**src/rtl/trap_seq_pkg.sv**
```systemverilog
package trap_seq_pkg;

  localparam logic [1:0] PRV_U = 2'b00;
  localparam logic [1:0] PRV_S = 2'b01;
  localparam logic [1:0] PRV_M = 2'b11;

  localparam logic [1:0] RET_U = 2'b00;
  localparam logic [1:0] RET_S = 2'b01;
  localparam logic [1:0] RET_M = 2'b11;

  localparam int unsigned NUM_LVL = 3;

  typedef struct packed {
    logic       mie;
    logic       mpie;
    logic [1:0] mpp;
    logic       sie;
    logic       spie;
    logic       spp;
    logic       uie;
    logic       upie;
  } ie_stack_t;

endpackage

```
**src/rtl/trap_target_sel.sv**
```systemverilog
module trap_target_sel
  import trap_seq_pkg::*;
#(
  parameter int unsigned CAUSE_W = 5,
  parameter bit          HAVE_S  = 1'b1,
  parameter bit          HAVE_U  = 1'b1,
  parameter bit          HAVE_N  = 1'b1,
  localparam int unsigned NCAUSE = 1 << CAUSE_W
) (
  input  logic [1:0]         cur_priv,
  input  logic               is_irq,
  input  logic [1:0]         irq_level,
  input  logic [CAUSE_W-1:0] code,
  input  logic [NCAUSE-1:0]  mdeleg,
  input  logic [NCAUSE-1:0]  sdeleg,
  output logic [1:0]         tgt_priv
);

  logic to_sup;
  logic to_usr;
  logic [1:0] raw_priv;

  assign to_sup = mdeleg[code];

  generate
    if (HAVE_S) begin : g_chain3
      assign to_usr = to_sup & HAVE_N & sdeleg[code];
    end else begin : g_chain2
      assign to_usr = to_sup & HAVE_N;
    end
  endgenerate

  always_comb begin
    if (is_irq)                raw_priv = irq_level;
    else if (HAVE_U && to_usr) raw_priv = PRV_U;
    else if (HAVE_S && to_sup) raw_priv = PRV_S;
    else                       raw_priv = PRV_M;
    tgt_priv = (raw_priv < cur_priv) ? cur_priv : raw_priv;
  end

endmodule

```
**src/rtl/trap_level_regs.sv**
```systemverilog
module trap_level_regs #(
  parameter int unsigned XLEN = 32
) (
  input  logic            clk,
  input  logic            rst_n,
  input  logic            load,
  input  logic [XLEN-1:0] cause_in,
  input  logic [XLEN-1:0] epc_in,
  input  logic [XLEN-1:0] tval_in,
  output logic [XLEN-1:0] cause_q,
  output logic [XLEN-1:0] epc_q,
  output logic [XLEN-1:0] tval_q
);

  logic [XLEN-1:0] cause_d, epc_d, tval_d;

  always_comb begin
    cause_d = cause_q;
    epc_d   = epc_q;
    tval_d  = tval_q;
    if (load) begin
      cause_d = cause_in;
      epc_d   = epc_in;
      tval_d  = tval_in;
    end
  end

  always_ff @(posedge clk or negedge rst_n) begin
    if (!rst_n) begin
      cause_q <= '0;
      epc_q   <= '0;
      tval_q  <= '0;
    end else if (load) begin
      cause_q <= cause_d;
      epc_q   <= epc_d;
      tval_q  <= tval_d;
    end
  end

endmodule

```
**src/rtl/trap_status_stack.sv**
```systemverilog
module trap_status_stack
  import trap_seq_pkg::*;
#(
  parameter bit HAVE_U = 1'b1
) (
  input  logic       clk,
  input  logic       rst_n,
  input  logic       trap_fire,
  input  logic [1:0] tgt_priv,
  input  logic       ret_fire,
  input  logic [1:0] ret_kind,
  output logic [1:0] priv_q,
  output ie_stack_t  stk_q
);

  localparam logic [1:0] MPP_AFTER_RET = HAVE_U ? PRV_U : PRV_M;

  logic [1:0] priv_d;
  ie_stack_t  stk_d;
  logic       upd;

  assign upd = trap_fire | ret_fire;

  always_comb begin
    priv_d = priv_q;
    stk_d  = stk_q;
    if (trap_fire) begin
      priv_d = tgt_priv;
      unique case (tgt_priv)
        PRV_M: begin
          stk_d.mpie = stk_q.mie;
          stk_d.mie  = 1'b0;
          stk_d.mpp  = priv_q;
        end
        PRV_S: begin
          stk_d.spie = stk_q.sie;
          stk_d.sie  = 1'b0;
          stk_d.spp  = (priv_q == PRV_S);
        end
        default: begin
          stk_d.upie = stk_q.uie;
          stk_d.uie  = 1'b0;
        end
      endcase
    end else if (ret_fire) begin
      unique case (ret_kind)
        RET_M: begin
          stk_d.mie  = stk_q.mpie;
          stk_d.mpie = 1'b1;
          priv_d     = stk_q.mpp;
          stk_d.mpp  = MPP_AFTER_RET;
        end
        RET_S: begin
          stk_d.sie  = stk_q.spie;
          stk_d.spie = 1'b1;
          priv_d     = stk_q.spp ? PRV_S : PRV_U;
          stk_d.spp  = 1'b0;
        end
        default: begin
          stk_d.uie  = stk_q.upie;
          stk_d.upie = 1'b1;
          priv_d     = PRV_U;
        end
      endcase
    end
  end

  always_ff @(posedge clk or negedge rst_n) begin
    if (!rst_n) begin
      priv_q <= PRV_M;
      stk_q  <= '0;
    end else if (upd) begin
      priv_q <= priv_d;
      stk_q  <= stk_d;
    end
  end

endmodule

```
**src/rtl/trap_sequencer.sv**
```systemverilog
module trap_sequencer
  import trap_seq_pkg::*;
#(
  parameter int unsigned XLEN    = 32,
  parameter int unsigned CAUSE_W = 5,
  parameter bit          HAVE_S  = 1'b1,
  parameter bit          HAVE_U  = 1'b1,
  parameter bit          HAVE_N  = 1'b1,
  localparam int unsigned NCAUSE = 1 << CAUSE_W
) (
  input  logic               clk,
  input  logic               rst_n,
  input  logic               trap_req,
  input  logic               trap_is_irq,
  input  logic [CAUSE_W-1:0] trap_code,
  input  logic [1:0]         irq_level,
  input  logic [XLEN-1:0]    trap_pc,
  input  logic               trap_val_ok,
  input  logic [XLEN-1:0]    trap_val,
  input  logic               ret_req,
  input  logic [1:0]         ret_kind,
  input  logic [NCAUSE-1:0]  mdeleg_mask,
  input  logic [NCAUSE-1:0]  sdeleg_mask,
  input  logic               rvc_en,
  output logic [1:0]         cur_priv,
  output logic               m_ie,
  output logic               m_pie,
  output logic [1:0]         m_pp,
  output logic               s_ie,
  output logic               s_pie,
  output logic               s_pp,
  output logic               u_ie,
  output logic               u_pie,
  output logic [XLEN-1:0]    m_cause,
  output logic [XLEN-1:0]    m_epc,
  output logic [XLEN-1:0]    m_tval,
  output logic [XLEN-1:0]    s_cause,
  output logic [XLEN-1:0]    s_epc,
  output logic [XLEN-1:0]    s_tval,
  output logic [XLEN-1:0]    u_cause,
  output logic [XLEN-1:0]    u_epc,
  output logic [XLEN-1:0]    u_tval,
  output logic [XLEN-1:0]    ret_pc,
  output logic               resv_cancel
);

  localparam int unsigned PAD_W = XLEN - 1 - CAUSE_W;

  logic [1:0]      tgt_priv;
  ie_stack_t       stk;
  logic [XLEN-1:0] cause_in, tval_in;
  logic [XLEN-1:0] lvl_cause [NUM_LVL];
  logic [XLEN-1:0] lvl_epc   [NUM_LVL];
  logic [XLEN-1:0] lvl_tval  [NUM_LVL];
  logic [XLEN-1:0] sel_epc, align_mask;
  logic            cancel_d;

  trap_target_sel #(
    .CAUSE_W(CAUSE_W), .HAVE_S(HAVE_S), .HAVE_U(HAVE_U), .HAVE_N(HAVE_N)
  ) u_sel (
    .cur_priv (cur_priv),
    .is_irq   (trap_is_irq),
    .irq_level(irq_level),
    .code     (trap_code),
    .mdeleg   (mdeleg_mask),
    .sdeleg   (sdeleg_mask),
    .tgt_priv (tgt_priv)
  );

  trap_status_stack #(.HAVE_U(HAVE_U)) u_stack (
    .clk      (clk),
    .rst_n    (rst_n),
    .trap_fire(trap_req),
    .tgt_priv (tgt_priv),
    .ret_fire (ret_req),
    .ret_kind (ret_kind),
    .priv_q   (cur_priv),
    .stk_q    (stk)
  );

  assign cause_in = {trap_is_irq, {PAD_W{1'b0}}, trap_code};
  assign tval_in  = trap_val_ok ? trap_val : '0;

  // index 0 user, 1 supervisor, 2 machine
  generate
    for (genvar g = 0; g < NUM_LVL; g++) begin : g_lvl
      localparam logic [1:0] LVL_CODE = (g == 2) ? PRV_M : 2'(g);
      trap_level_regs #(.XLEN(XLEN)) u_regs (
        .clk     (clk),
        .rst_n   (rst_n),
        .load    (trap_req && (tgt_priv == LVL_CODE)),
        .cause_in(cause_in),
        .epc_in  (trap_pc),
        .tval_in (tval_in),
        .cause_q (lvl_cause[g]),
        .epc_q   (lvl_epc[g]),
        .tval_q  (lvl_tval[g])
      );
    end
  endgenerate

  assign {u_cause, u_epc, u_tval} = {lvl_cause[0], lvl_epc[0], lvl_tval[0]};
  assign {s_cause, s_epc, s_tval} = {lvl_cause[1], lvl_epc[1], lvl_tval[1]};
  assign {m_cause, m_epc, m_tval} = {lvl_cause[2], lvl_epc[2], lvl_tval[2]};

  assign m_ie  = stk.mie;
  assign m_pie = stk.mpie;
  assign m_pp  = stk.mpp;
  assign s_ie  = stk.sie;
  assign s_pie = stk.spie;
  assign s_pp  = stk.spp;
  assign u_ie  = stk.uie;
  assign u_pie = stk.upie;

  always_comb begin
    unique case (ret_kind)
      RET_M:   sel_epc = lvl_epc[2];
      RET_S:   sel_epc = lvl_epc[1];
      default: sel_epc = lvl_epc[0];
    endcase
    align_mask = rvc_en ? ~XLEN'(1) : ~XLEN'(3);
    ret_pc     = sel_epc & align_mask;
  end

  assign cancel_d = trap_req | ret_req;

  always_ff @(posedge clk or negedge rst_n) begin
    if (!rst_n) resv_cancel <= 1'b0;
    else        resv_cancel <= cancel_d;
  end

endmodule

```
**config.mk**
```make
export PLATFORM = sky130hd
export DESIGN_NAME = trap_sequencer
export DESIGN_NICKNAME = d
export VERILOG_FILES = /design/src/rtl/trap_seq_pkg.sv /design/src/rtl/trap_target_sel.sv /design/src/rtl/trap_level_regs.sv /design/src/rtl/trap_status_stack.sv /design/src/rtl/trap_sequencer.sv
export SDC_FILE = /design/constraint.sdc
export NUM_CORES = 1
export LEC_CHECK = 0
export ABC_AREA = 1
export BUFFER_PORTS_ARGS = -buffer_cell sky130_fd_sc_hd__buf_2
export CAP_MARGIN = 20
export CORE_AREA = 2 2 182 184
export DETAILED_ROUTE_END_ITERATION = 8
export DIE_AREA = 0 0 184 186
export HOLD_SLACK_MARGIN = 0.08
export PLACE_DENSITY = 0.71
export SLEW_MARGIN = 10
export SYNTH_ARGS = -nofsm -noshare
export SYNTH_HDL_FRONTEND = slang
export SYNTH_SLANG_ARGS = --single-unit
```
**constraint.sdc**
```tcl
create_clock -name clk -period 5.71 [get_ports clk]
set_input_delay 0.2855 -clock clk [delete_from_list [all_inputs] [get_ports clk]]
set_output_delay 0.2855 -clock clk [all_outputs]
set_load 0.01 [all_outputs]
```
==> reports/qor.csv, run 1 <==
stage,metric,value,unit
clock_network,Max Buffers Root-to-Sink,3,
timing,Max Slew Vio Count,0,
setup_path,WP data arrival,3710,ps
timing,worst hold margin,109.4,ps
global_routing,met3 Use GR,3.835,%
timing,Rel. slew slack,44.46,%
place,pre-CTS setup slack,1903,ps
final_layout,Syn-to-layout area delta,31.19,%
detailed_routing,Remaining DRCs,0,
flow_run,max cap viols,0,
synthesis,biggest area consumer among synthesized cells,dfrtp_1,
floorplanning,Site Rows,66,
timing,Slew @ Worst Pin,833.1,ps
final_layout,number of inserted diodes,0,
setup_path,Worst Setup End Kind,flip-flop,
synthesis,Mean Syn Cell Area,8.503,µm²
synthesis,post-synth top area share,53.11,%
clock_network,Hold Buf Count CTS,54,
global_routing,global-route wire length before repair,47.95,mm
power_and_ir_drop,Leakage,7.217,nW
global_routing,total gr overflow,0,
synthesis,Synth cell types,27,
clock_network,CTS H-tree depth,1,
timing,post-route minimum period,3267,ps
floorplanning,Vert. Die Dim,186,µm
global_routing,met2 Usage GRT,30.84,%
timing,final hold violation count,0,
detailed_routing,number of vias per cell,4.622,
clock_network,clock sinks,222,
floorplanning,# IOs,476,
detailed_routing,Routed WL per cell,15.60,µm
global_routing,grt peak-use layer,met2,
synthesis,Synth area leaders,"dfrtp_1 (53%), nand2_1 (16%), o21ai_1 (8.3%)",
global_routing,Total GRT Usage,17.72,%
clock_network,Clock transition at path regs,60,ps
outcome,status,finished clean,
floorplanning,Initial Utilization,32.18,%
power_and_ir_drop,Cell Pwr Density,465.7,nW/µm²
setup_path,Most common cell on crit path,nand2_1,
timing,RSZ-0062 raised after global routing,false,
clock_network,post-cts resize count,0,
clock_network,worst skew pair latency,530,ps
power_and_ir_drop,Power Total,6.332,mW
synthesis,Netlist Area Pre-Place,10360,µm²
global_routing,initial antenna violation count,0,
global_routing,largest net degree at the start of global routing,111,
worst_hold_path,Hold WC Path Type,input port to flip-flop,
timing,clk_skew,22.25,ps
global_routing,met1 Use GR,21.24,%
power_and_ir_drop,peak supply drop,210.3,µV
setup_path,CP Cell Sequence,buf_2 -> inv_6 -> nand2_1 -> nand3_1 -> nand3_1 -> nand2_1 -> nand2_1 -> nand2_1 -> nand2_1 -> nand2_1 -> nand2_1 -> o21ai_0 -> inv_1 -> ha_1 -> o22a_1 -> nand2_1 -> nand2_2 -> nand2_4 -> buf_4 -> nand2_1 -> o21ai_1,
synthesis,YS warnings,0,
setup_path,Startpoint Class,input port,
timing,final setup violation count,0,
timing,fin worst setup slack,2443,ps
clock_network,cts bufs inserted,24,
timing,max frequency,306.1,MHz
floorplanning,Die X,184,µm
detailed_routing,Starting DRT DRC Count,500,
setup_path,Critical-path top delay cell,buf_4,
synthesis,Synth Instances,1219,
floorplanning,DIE AREA,34220,µm²
detailed_routing,ANT nets after route,0,
place,# port buffers,396,
floorplanning,Core Area,32210,µm²
synthesis,post-synthesis sequential area ratio,53.62,%
clock_network,CTS Root Cell,clkbuf_16,
detailed_routing,drt pass-1 iters,5,
final_layout,share of cells above drive strength 1,27.52,%
setup_path,critical path type,input port to flip-flop,
final_layout,Layout Nets,1779,
timing,final setup TNS,0,ps
clock_network,CTS tree,yes,
global_routing,vias in the first global route,8835,
setup_path,R2R Setup Slk,3050,ps
detailed_routing,Routed WL,32.10,mm
clock_network,post-CTS setup repair buffer count,0,
place,RePlAce Congestion,0.9149,
detailed_routing,routed via count,9513,
setup_path,CP max stage delay,550,ps
synthesis,Yosys reg bits,222,
setup_path,critical path data required time,6160,ps
setup_path,crit-path max FO,54,
place,HPWL Detailed,23.26,mm
timing,Final period util,57.21,%
==> Yosys cell counts (all sizes together) <==
cell type    n
a21oi        1
a31oi        2
buf        126
clkbuf      23
clkinv       1
conb         1
dfrtp      220
dfstp        2
ha           2
inv         95
nand2      432
nand3       49
nor2        12
nor3         1
o211ai      33
o21a        39
o21ai      176
o22a         1
or2          3
==> worst max-delay path, delay by kind of cell <==
kind                       cells  cell delay [ps]
and+or+nand+nor               13             1450
buffers and inverters          4             1300
AOI/OAI and AO/OA              3              400
adders and majority gates      1              220
==> state kept, by name (all words and copies together) (netlist names) <==
name and cells:
g_lvl.u_regs.tval_q 96, g_lvl.u_regs.cause_q 18, u_stack.priv_q 2, resv_cancel 1, g_lvl.u_regs.epc_q 96, u_stack.stk_q 9
==> path summary, 6_finish.rpt <==
kind,end,cells after the start,startpoint
max reg2reg,g_lvl[1].u_regs.epc_q[14],9,u_stack.priv_q[1]
max in group asynchronous,g_lvl[0].u_regs.tval_q[23],3,rst_n
min reg2reg,g_lvl[2].u_regs.cause_q[3],2,g_lvl[2].u_regs.cause_q[3]
max,g_lvl[1].u_regs.epc_q[14],21,trap_code[0]
min,g_lvl[1].u_regs.tval_q[20],3,trap_val[20]
min in group asynchronous,g_lvl[1].u_regs.epc_q[7],2,rst_n
==> layout make-up <==
| type | count | area, µm² |
|---|---|---|
| clock buffers | 35 | 691.9 |
| clock inverters | 8 | 105.1 |
| fillers | 3182 | 18610 |
| inverters | 96 | 367.9 |
| multi-input cells | 830 | 3732 |
| flip-flops and latches | 222 | 5558 |
| well taps | 408 | 510.5 |
| repair buffers | 459 | 2633 |
==> kinds of logic after synthesis <==
kind of cell	share of synthesized area, %
flip-flops	53.62
buffers and inverters	13.31
AND/OR/NAND/NOR	18.82
other	0.03618
AO/OA/AOI/OAI	13.97
adder cells (fa/ha/maj)	0.2414
==> metal layers <==
| metal | wire, µm | vias to the layer above |
|---|---|---|
| met5 | 0 | - |
| li1 | - | 4567 |
| met3 | 2416 | 54 |
| met4 | 1126 | 0 |
| met1 | 12770 | 4462 |
| met2 | 15780 | 430 |
==> power by group <==
group / internal (mW) / switching [mW]
registers: 2.18 / 0.410
clock network: 0.931 / 0.636
logic: 0.912 / 1.26
==> through the flow <==
| stage | instances | cell area [µm²] | util (%) |
|---|---|---|---|
| 2_1_floorplan | 1297 | 10660 | - |
| 3_3_place_gp | 1960 | 12230 | 37.98 |
| 3_5_place_dp | 1960 | 12230 | 37.98 |
| 4_1_cts | 2057 | 13570 | 42.14 |
| 5_1_grt | 2058 | 13600 | 42.22 |
| 6_report | 2058 | 13600 | 42.22 |
==> cells in the final DEF, fill, tap and decap left out, types with 2 or more instances in the layout <==
cell	synthesis	routed
bufinv_16	0	2
buf_2	11	395
o211ai_1	33	33
a31oi_1	2	2
buf_4	105	7
dlygate4sd3_1	0	54
ha_1	2	2
or2_2	3	3
clkbuf_16	0	24
nand2_1	429	429
clkbuf_1	23	6
inv_1	93	93
dfstp_2	2	2
o21ai_1	172	172
conb_1	1	79
nand3_1	49	49
nor2_1	11	10
o21a_1	39	39
o21ai_0	4	4
dfrtp_1	220	220
clkinv_2	0	4
nand2_4	0	2
clkbuf_8	0	5
No activity file was read; power rests on OpenSTA's default activity.
==> inputs of run 2 (changes only) <==
--- a/config.mk
+++ b/config.mk
@@ -8,11 +8,11 @@
 export ABC_AREA = 1
 export BUFFER_PORTS_ARGS = -buffer_cell sky130_fd_sc_hd__buf_2
 export CAP_MARGIN = 20
-export CORE_AREA = 2 2 182 184
+export CORE_AREA = 2 2 183 185
 export DETAILED_ROUTE_END_ITERATION = 8
-export DIE_AREA = 0 0 184 186
+export DIE_AREA = 0 0 185 187
 export HOLD_SLACK_MARGIN = 0.08
-export PLACE_DENSITY = 0.71
+export PLACE_DENSITY = 0.72
 export SLEW_MARGIN = 10
 export SYNTH_ARGS = -nofsm -noshare
 export SYNTH_HDL_FRONTEND = slang
==> constraint.sdc (replaced) <==
create_clock -name clk -period 3 [get_ports clk]
set_input_delay 0.15 -clock clk [delete_from_list [all_inputs] [get_ports clk]]
set_output_delay 0.15 -clock clk [all_outputs]
set_load 0.01 [all_outputs]
==> run 2 against run 1 <==
  * Cell count grew 3.7%
  * Setup slack worse by 2200 ps
  * Hold slack got worse by 7.9 ps
  * Clock power grew 100%
  * Sequential power rose by 90%
==> reports/qor.csv, run 2 (same netlist as run 1, synthesis figures left out) <==
stage,metric,value,unit,change
outcome,status,finished clean,,
timing,final setup violation count,0,,unchanged
global_routing,total gr overflow,0,,unchanged
worst_hold_path,Hold Path Sink,g_lvl[2].u_regs.tval_q[21],,
timing,Slew @ Worst Pin,716.3,ps,-116.8 ps
floorplanning,Die X,185,µm,+0.54%
timing,RSZ-0062 raised after global routing,false,,
detailed_routing,Remaining DRCs,0,,unchanged
worst_hold_path,WHS Path Cells,3,,unchanged
clock_network,Max Buffers Root-to-Sink,3,,unchanged
setup_path,Startpoint Class,input port,,
final_layout,"commonest non-fill, non-tap cells in the layout","nand2_1 (429), buf_2 (395), dfrtp_1 (220)",,
final_layout,biggest regs,"g_lvl.u_regs.epc_q x96, g_lvl.u_regs.tval_q x96, g_lvl.u_regs.cause_q x18",,
floorplanning,# IOs,476,,unchanged
floorplanning,Initial Utilization,31.54,%,-0.64 points
detailed_routing,routed via count,9773,,+2.7%
final_layout,share of cells above drive strength 1,27.95,%,+0.44 points
timing,final hold violation count,0,,unchanged
timing,Final period util,90.65,%,
detailed_routing,Routed WL per cell,15.48,µm,-0.73%
worst_hold_path,min-delay src,trap_val[21],,
final_layout,Fillers,3217,,+1.1%
setup_path,CP Launch Point,trap_code[2],,
timing,fin worst setup slack,280.6,ps,-2163 ps
power_and_ir_drop,Leakage,7.415,nW,+2.7%
final_layout,Syn-to-layout area delta,36.15,%,
timing,final setup TNS,0,ps,unchanged
place,RePlAce Congestion,1.006,,+10%
setup_path,critical path type,input port to flip-flop,,
power_and_ir_drop,Cell Pwr Density,870.4,nW/µm²,+87%
floorplanning,Site Rows,67,,+1.5%
timing,clk_skew,7.621,ps,-14.63 ps
floorplanning,Core Area,32860,µm²,+2.0%
clock_network,worst skew pair latency,520,ps,about the same
setup_path,FF-to-FF path depth,9,,unchanged
flow_run,max cap viols,0,,unchanged
global_routing,largest net degree at the start of global routing,88,,-21%
place,# port buffers,396,,unchanged
setup_path,RR Startpoint,u_stack.priv_q[1],,
detailed_routing,number of vias per cell,4.580,,-0.93%
floorplanning,DIE AREA,34600,µm²,+1.1%
detailed_routing,ANT nets after route,0,,unchanged
timing,Max Slew Vio Count,0,,unchanged
setup_path,R2R Setup Slk,790,ps,-2260 ps
global_routing,vias in the first global route,9435,,+6.8%
setup_path,critical path data required time,3460,ps,-2700 ps
place,pre-CTS setup slack,89.71,ps,-1814 ps
setup_path,Worst Setup End Kind,flip-flop,,
detailed_routing,Routed WL,33.04,mm,+2.9%
clock_network,CTS H-tree depth,1,,unchanged
clock_network,clock sinks,222,,unchanged
final_layout,final core utilization,42.94,%,+0.72 points
detailed_routing,drt pass-1 iters,5,,unchanged
timing,post-route minimum period,2719,ps,
detailed_routing,Starting DRT DRC Count,453,,-9.4%
clock_network,Clock transition at path regs,60,ps,about the same
floorplanning,Vert. Die Dim,187,µm,+0.54%
setup_path,crit-path max FO,39,,-28%
clock_network,cts bufs inserted,25,,+4.2%
power_and_ir_drop,peak supply drop,452.3,µV,+120%
final_layout,"commonest non-fill, non-tap cell in the layout",nand2_1,,
timing,Rel. slew slack,52.25,%,+7.8 points
final_layout,area of the multi-input gates,3732,µm²,unchanged
final_layout,Layout Nets,1812,,+1.9%
setup_path,Reg2Reg Capture Point,g_lvl[0].u_regs.tval_q[30],,
timing,max frequency,367.7,MHz,
final_layout,register area,5558,µm²,unchanged
global_routing,global-route wire length before repair,49.55,mm,+3.3%
place,HPWL Detailed,22.88,mm,-1.6%
worst_hold_path,Hold WC Path Type,input port to flip-flop,,
setup_path,WP data arrival,3180,ps,-530 ps
global_routing,Total GRT Usage,17.89,%,+0.16 points
clock_network,CTS tree,yes,,
clock_network,CTS Root Cell,clkbuf_16,,
global_routing,initial antenna violation count,1,,+1
[run 2: changes by cell type in the layout (fill, tap and decap cells not counted), sizes merged]
cell         previous run  this run
dlygate4sd3            54        73
clkinv                  7         5
clkinvlp                0         2
inv                    95        96
diode                   0         1
clkbuf                 35        38
buf                   405       416
bufinv                  2         3
[run 2: final cells by class]
class,instances,share of cell area [%]
Sequential cell,222,39.38
Clock buffer,36,5.080
Timing Repair Buffer,491,21.51
Multi-Input combinational cell,830,26.45
Inverter,96,2.633
Antenna cell,1,0.01773
Tap cell,448,3.972
Clock inverter,10,0.9575
[run 2: stage by stage]
| step | hold slack (ps) | total power [mW] | area [µm²] | instances |
|---|---|---|---|---|
| 2_1_floorplan | -145.6 | 7.061 | 10660 | 1297 |
| 3_3_place_gp | 201.2 | 8.946 | 12450 | 2011 |
| 3_5_place_dp | 210.2 | 9.065 | 12450 | 2011 |
| 4_1_cts | 91.61 | 12.37 | 14040 | 2130 |
| 5_1_grt | 110.4 | 13.06 | 14110 | 2134 |
| 6_report | 101.5 | 12.28 | 14110 | 2134 |
[run 2: critical path: stages]
cell and delay (ps):
dlygate4sd3_1 530, buf_2 150, clkinvlp_4 150, nand3_1 90
nand2_1 70, nand2_1 50, nand2_1 60, nand2_1 50
nand2_1 120, nand2_1 80, o21ai_0 110, inv_1 70
ha_1 270, o22a_1 190, nand2_1 80, nand2_2 130
nor2_4 240, buf_12 150, clkbuf_16 230, o21a_1 140
[run 2: where the power goes]
group	internal, mW	switching [mW]	total (mW)
registers	4.15	0.771	4.92
clock network	1.92	1.23	3.15
logic	1.79	2.42	4.21
[run 2: worst max-delay path by stage]
stage	end	slack, ps	cells past startpoint
CTS	g_lvl[0].u_regs.cause_q[2]	230	20
detailed placement	g_lvl[0].u_regs.cause_q[2]	90	21
finish	g_lvl[0].u_regs.tval_q[30]	280	20
floorplan	g_lvl[0].u_regs.cause_q[3]	640	23
global route	g_lvl[0].u_regs.tval_q[10]	60	20
global placement	g_lvl[0].u_regs.tval_q[8]	200	21
[run 2: metal layers]
layer	GRT usage, %	up-vias	routed length, µm
met2	32.71	447	16640
met4	7.418	0	1218
met5	0	-	0
met1	19.97	4625	12680
li1	-	4627	-
met3	3.719	74	2496
[run 2: repair_timing]
| action | 4_1_cts | 5_1_grt |
|---|---|---|
| hold endpoints to repair | 289 | 0 |
| setup endpoints to repair | 0 | 89 |
| gates resized for setup | 0 | 1 |
| setup buffers | 0 | 1 |
| hold buffers | 73 | 0 |
==> inputs of run 3 (changes only) <==
--- a/config.mk
+++ b/config.mk
@@ -8,12 +8,13 @@
 export ABC_AREA = 1
 export BUFFER_PORTS_ARGS = -buffer_cell sky130_fd_sc_hd__buf_2
 export CAP_MARGIN = 20
-export CORE_AREA = 2 2 183 185
+export CORE_AREA = 5 5 182 184
 export DETAILED_ROUTE_END_ITERATION = 8
-export DIE_AREA = 0 0 185 187
+export DIE_AREA = 0 0 187 189
 export HOLD_SLACK_MARGIN = 0.08
-export PLACE_DENSITY = 0.72
+export PLACE_DENSITY = 0.85
 export SLEW_MARGIN = 10
 export SYNTH_ARGS = -nofsm -noshare
 export SYNTH_HDL_FRONTEND = slang
+export SYNTH_HIERARCHICAL = 1
 export SYNTH_SLANG_ARGS = --single-unit
==> run 3 against run 2 <==
  * Global-route usage grew 7.4 points
  * Largest power group unchanged
  * Hold slack gained 9.9 ps
  * Largest cell class unchanged
  * Critical endpoint is now g_lvl[0].u_regs/tval_q[3]
  * Final area grew 28%
==> reports/qor.csv, run 3 <==
stage,metric,value,unit,change
clock_network,Clock transition at path regs,60,ps,about the same
setup_path,critical path data required time,3440,ps,-20 ps
setup_path,Most common cell on crit path,nand2_1,,
floorplanning,Core Area,31230,µm²,-5.0%
clock_network,CTS H-tree depth,1,,unchanged
final_layout,biggest regs,"g_lvl.u_regs/cause_q x96, g_lvl.u_regs/epc_q x96, g_lvl.u_regs/tval_q x96",,
setup_path,Startpoint Class,input port,,
synthesis,Mean Syn Cell Area,7.838,µm²,-7.8%
place,cell total after placement,2595,,+29%
clock_network,CTS Root Cell,clkbuf_16,,
floorplanning,# IOs,476,,unchanged
setup_path,RR Startpoint,u_stack/priv_q[1],,
detailed_routing,Remaining DRCs,0,,unchanged
place,HPWL Detailed,31.88,mm,+39%
synthesis,asr flop ratio synth,100.0,%,unchanged
timing,RSZ-0062 raised after global routing,false,,
clock_network,worst skew pair latency,540,ps,+20 ps
worst_hold_path,Hold Path Sink,u_stack/stk_q[6],,
floorplanning,Die X,187,µm,+1.1%
setup_path,Critical-path top delay cell,dlygate4sd3_1,,
setup_path,Worst Setup End Kind,flip-flop,,
power_and_ir_drop,Cell Pwr Density,890.5,nW/µm²,+2.3%
timing,Final period util,92.32,%,+1.7 points
floorplanning,Vert. Die Dim,189,µm,+1.1%
synthesis,post-synthesis sequential area ratio,56.46,%,+2.8 points
synthesis,Netlist Area Pre-Place,13300,µm²,+28%
synthesis,"Top FF cell, synth",dfrtp_1,,
timing,fin worst setup slack,230.3,ps,-50.32 ps
synthesis,Yosys reg bits,300,,+35%
timing,final hold violation count,0,,unchanged
worst_hold_path,Hold WC Path Type,input port to flip-flop,,
setup_path,cell family with most CP delay,buffers and inverters,,
clock_network,clock sinks,300,,+35%
detailed_routing,Starting DRT DRC Count,1154,,+150%
global_routing,initial antenna violation count,1,,unchanged
timing,worst hold margin,111.5,ps,+9.934 ps
detailed_routing,number of vias per cell,4.990,,+9.0%
timing,Max Slew Vio Count,0,,unchanged
clock_network,cts bufs inserted,30,,+20%
setup_path,CP max stage delay,570,ps,+40 ps
power_and_ir_drop,peak supply drop,455.3,µV,+0.67%
place,# port buffers,474,,+20%
synthesis,post-synth top area share,56.06,%,+2.9 points
synthesis,most common cell in the synthesized netlist,nand2_1,,
final_layout,Final Non-Filler Cells,2723,,+28%
synthesis,Synth Instances,1697,,+39%
floorplanning,Initial Utilization,42.59,%,+11 points
place,RePlAce Congestion,1.029,,+2.3%
detailed_routing,Routed WL per cell,16.98,µm,+9.7%
detailed_routing,routed via count,13589,,+39%
synthesis,biggest area consumer among synthesized cells,dfrtp_1,,
timing,clk_skew,11.80,ps,+4.179 ps
setup_path,CP Cell Sequence,dlygate4sd3_1 -> buf_6 -> inv_4 -> nand3_1 -> nand3_1 -> nand2_1 -> nand2_1 -> nand2_1 -> nand2_1 -> nand2_1 -> nand2_1 -> o21ai_2 -> inv_2 -> ha_1 -> o22a_1 -> nand2_1 -> nand2_1 -> nor3_2 -> buf_4 -> inv_4 -> buf_12 -> nand2_1 -> nand2_1,,
synthesis,Synth top cells by count,"nand2_1 (1100), dfrtp_1 (298), nand3_1 (90)",,
detailed_routing,drt pass-1 iters,5,,unchanged
power_and_ir_drop,Leakage,10.93,nW,+47%
synthesis,Synth area leaders,"dfrtp_1 (56%), nand2_1 (31%), nand3_1 (3.4%)",,
timing,Slew @ Worst Pin,745.6,ps,+29.37 ps
final_layout,"commonest non-fill, non-tap cell in the layout",nand2_1,,
final_layout,final core utilization,57.65,%,+15 points
final_layout,"commonest non-fill, non-tap cells in the layout","nand2_1 (1100), buf_2 (472), dfrtp_1 (298)",,
setup_path,Reg2Reg Capture Point,g_lvl[0].u_regs/tval_q[3],,
final_layout,Layout Nets,2446,,+35%
clock_network,Max Buffers Root-to-Sink,3,,unchanged
final_layout,Syn-to-layout area delta,35.35,%,
global_routing,vias in the first global route,13627,,+44%
synthesis,YS warnings,6,,+6
outcome,status,finished clean,,
setup_path,R2R Setup Slk,680,ps,-110 ps
global_routing,global-route wire length before repair,73.28,mm,+48%
power_and_ir_drop,Power Total,16.03,mW,+31%
setup_path,Worst Path Buf+Inv,7,,+1
setup_path,crit-path max FO,58,,+49%
global_routing,largest net degree at the start of global routing,91,,+3.4%
timing,Rel. slew slack,50.29,%,-2.0 points
worst_hold_path,WHS Path Cells,5,,+2
synthesis,Post-synth EDFFs,0,,unchanged
clock_network,post-CTS setup repair buffer count,0,,unchanged
floorplanning,DIE AREA,35340,µm²,+2.2%
clock_network,CTS tree,yes,,
global_routing,total gr overflow,0,,unchanged
timing,final setup TNS,0,ps,unchanged
final_layout,share of cells above drive strength 1,25.17,%,-2.8 points
setup_path,critical path type,input port to flip-flop,,
timing,final setup violation count,0,,unchanged
setup_path,WP data arrival,3210,ps,+30 ps
timing,max frequency,361.0,MHz,-1.8%
final_layout,fin area,18000,µm²,+28%
setup_path,FF-to-FF path depth,11,,+2
detailed_routing,ANT nets after route,0,,unchanged
place,Placement Cell Area,16280,µm²,+31%
floorplanning,Site Rows,65,,-3.0%
timing,post-route minimum period,2770,ps,+50.32 ps
worst_hold_path,min-delay src,trap_req,,
place,pre-CTS setup slack,124.8,ps,+35.12 ps
synthesis,Synth cell types,29,,+7.4%
global_routing,Total GRT Usage,25.25,%,+7.4 points
detailed_routing,Routed WL,46.23,mm,+40%
flow_run,max cap viols,0,,unchanged
[run 3: cell type report]
class	count	area (µm²)
Inverter	74	292.8
Sequential cell	300	7510
Antenna cell	5	12.51
Clock inverter	6	107.6
Clock buffer	42	847.1
Timing Repair Buffer	581	3546
Multi-Input combinational cell	1313	5185
Fill cell	2641	13230
Tap cell	402	503.0
[run 3: logic make-up (layout without fill, tap and decap cells)]
family,Yosys count,after routing,share of synthesized area [%]
and+or+nand+nor,1224,1224,36.02
DFF,300,300,56.46
AOI/OAI and AO/OA,8,8,0.3950
buffers and inverters,162,703,6.914
other,1,84,0.02819
adders and majority gates,2,2,0.1881
[run 3: what timing repair did]
action | 4_1_cts | 5_1_grt
endpoints found under the setup margin | 0 | 282
hold buffers | 75 | 0
endpoints found under the hold margin | 296 | 0
gates resized for setup | 0 | 4
[run 3: where the power goes]
group | total [mW] | leakage [nW] | internal, mW | switching, mW
registers | 6.81 | 3.81 | 5.63 | 1.19
logic | 5.51 | 6.65 | 2.14 | 3.37
clock network | 3.71 | 0.463 | 2.20 | 1.52
[run 3: tightest hold or removal path: cells and delay by family]
family / cells / cell delay, ps
buffers and inverters: 2 / 260
AND/OR/NAND/NOR: 3 / 210
[run 3: worst max path at each step]
stage	startpoint	to	slack, ps	depth (start not counted)
3_3_place_gp	trap_code[1]	g_lvl[0].u_regs/tval_q[19]	210	20
3_5_place_dp	trap_code[1]	g_lvl[0].u_regs/tval_q[8]	120	20
5_1_grt	trap_code[1]	g_lvl[0].u_regs/tval_q[13]	20	23
2_1_floorplan	trap_code[0]	g_lvl[0].u_regs/epc_q[21]	430	25
6_report	trap_code[1]	g_lvl[0].u_regs/tval_q[3]	230	23
4_1_cts	trap_code[1]	g_lvl[0].u_regs/tval_q[8]	170	21
[run 3: metal layers]
layer | vias to the layer above | global-route usage (%) | part of all wire [%]
met5 | - | 0 | 0
li1 | 6225 | - | -
met2 | 800 | 42.88 | 48
met3 | 208 | 4.664 | 8.0
met1 | 6356 | 30.98 | 38
met4 | 0 | 13.00 | 5.8
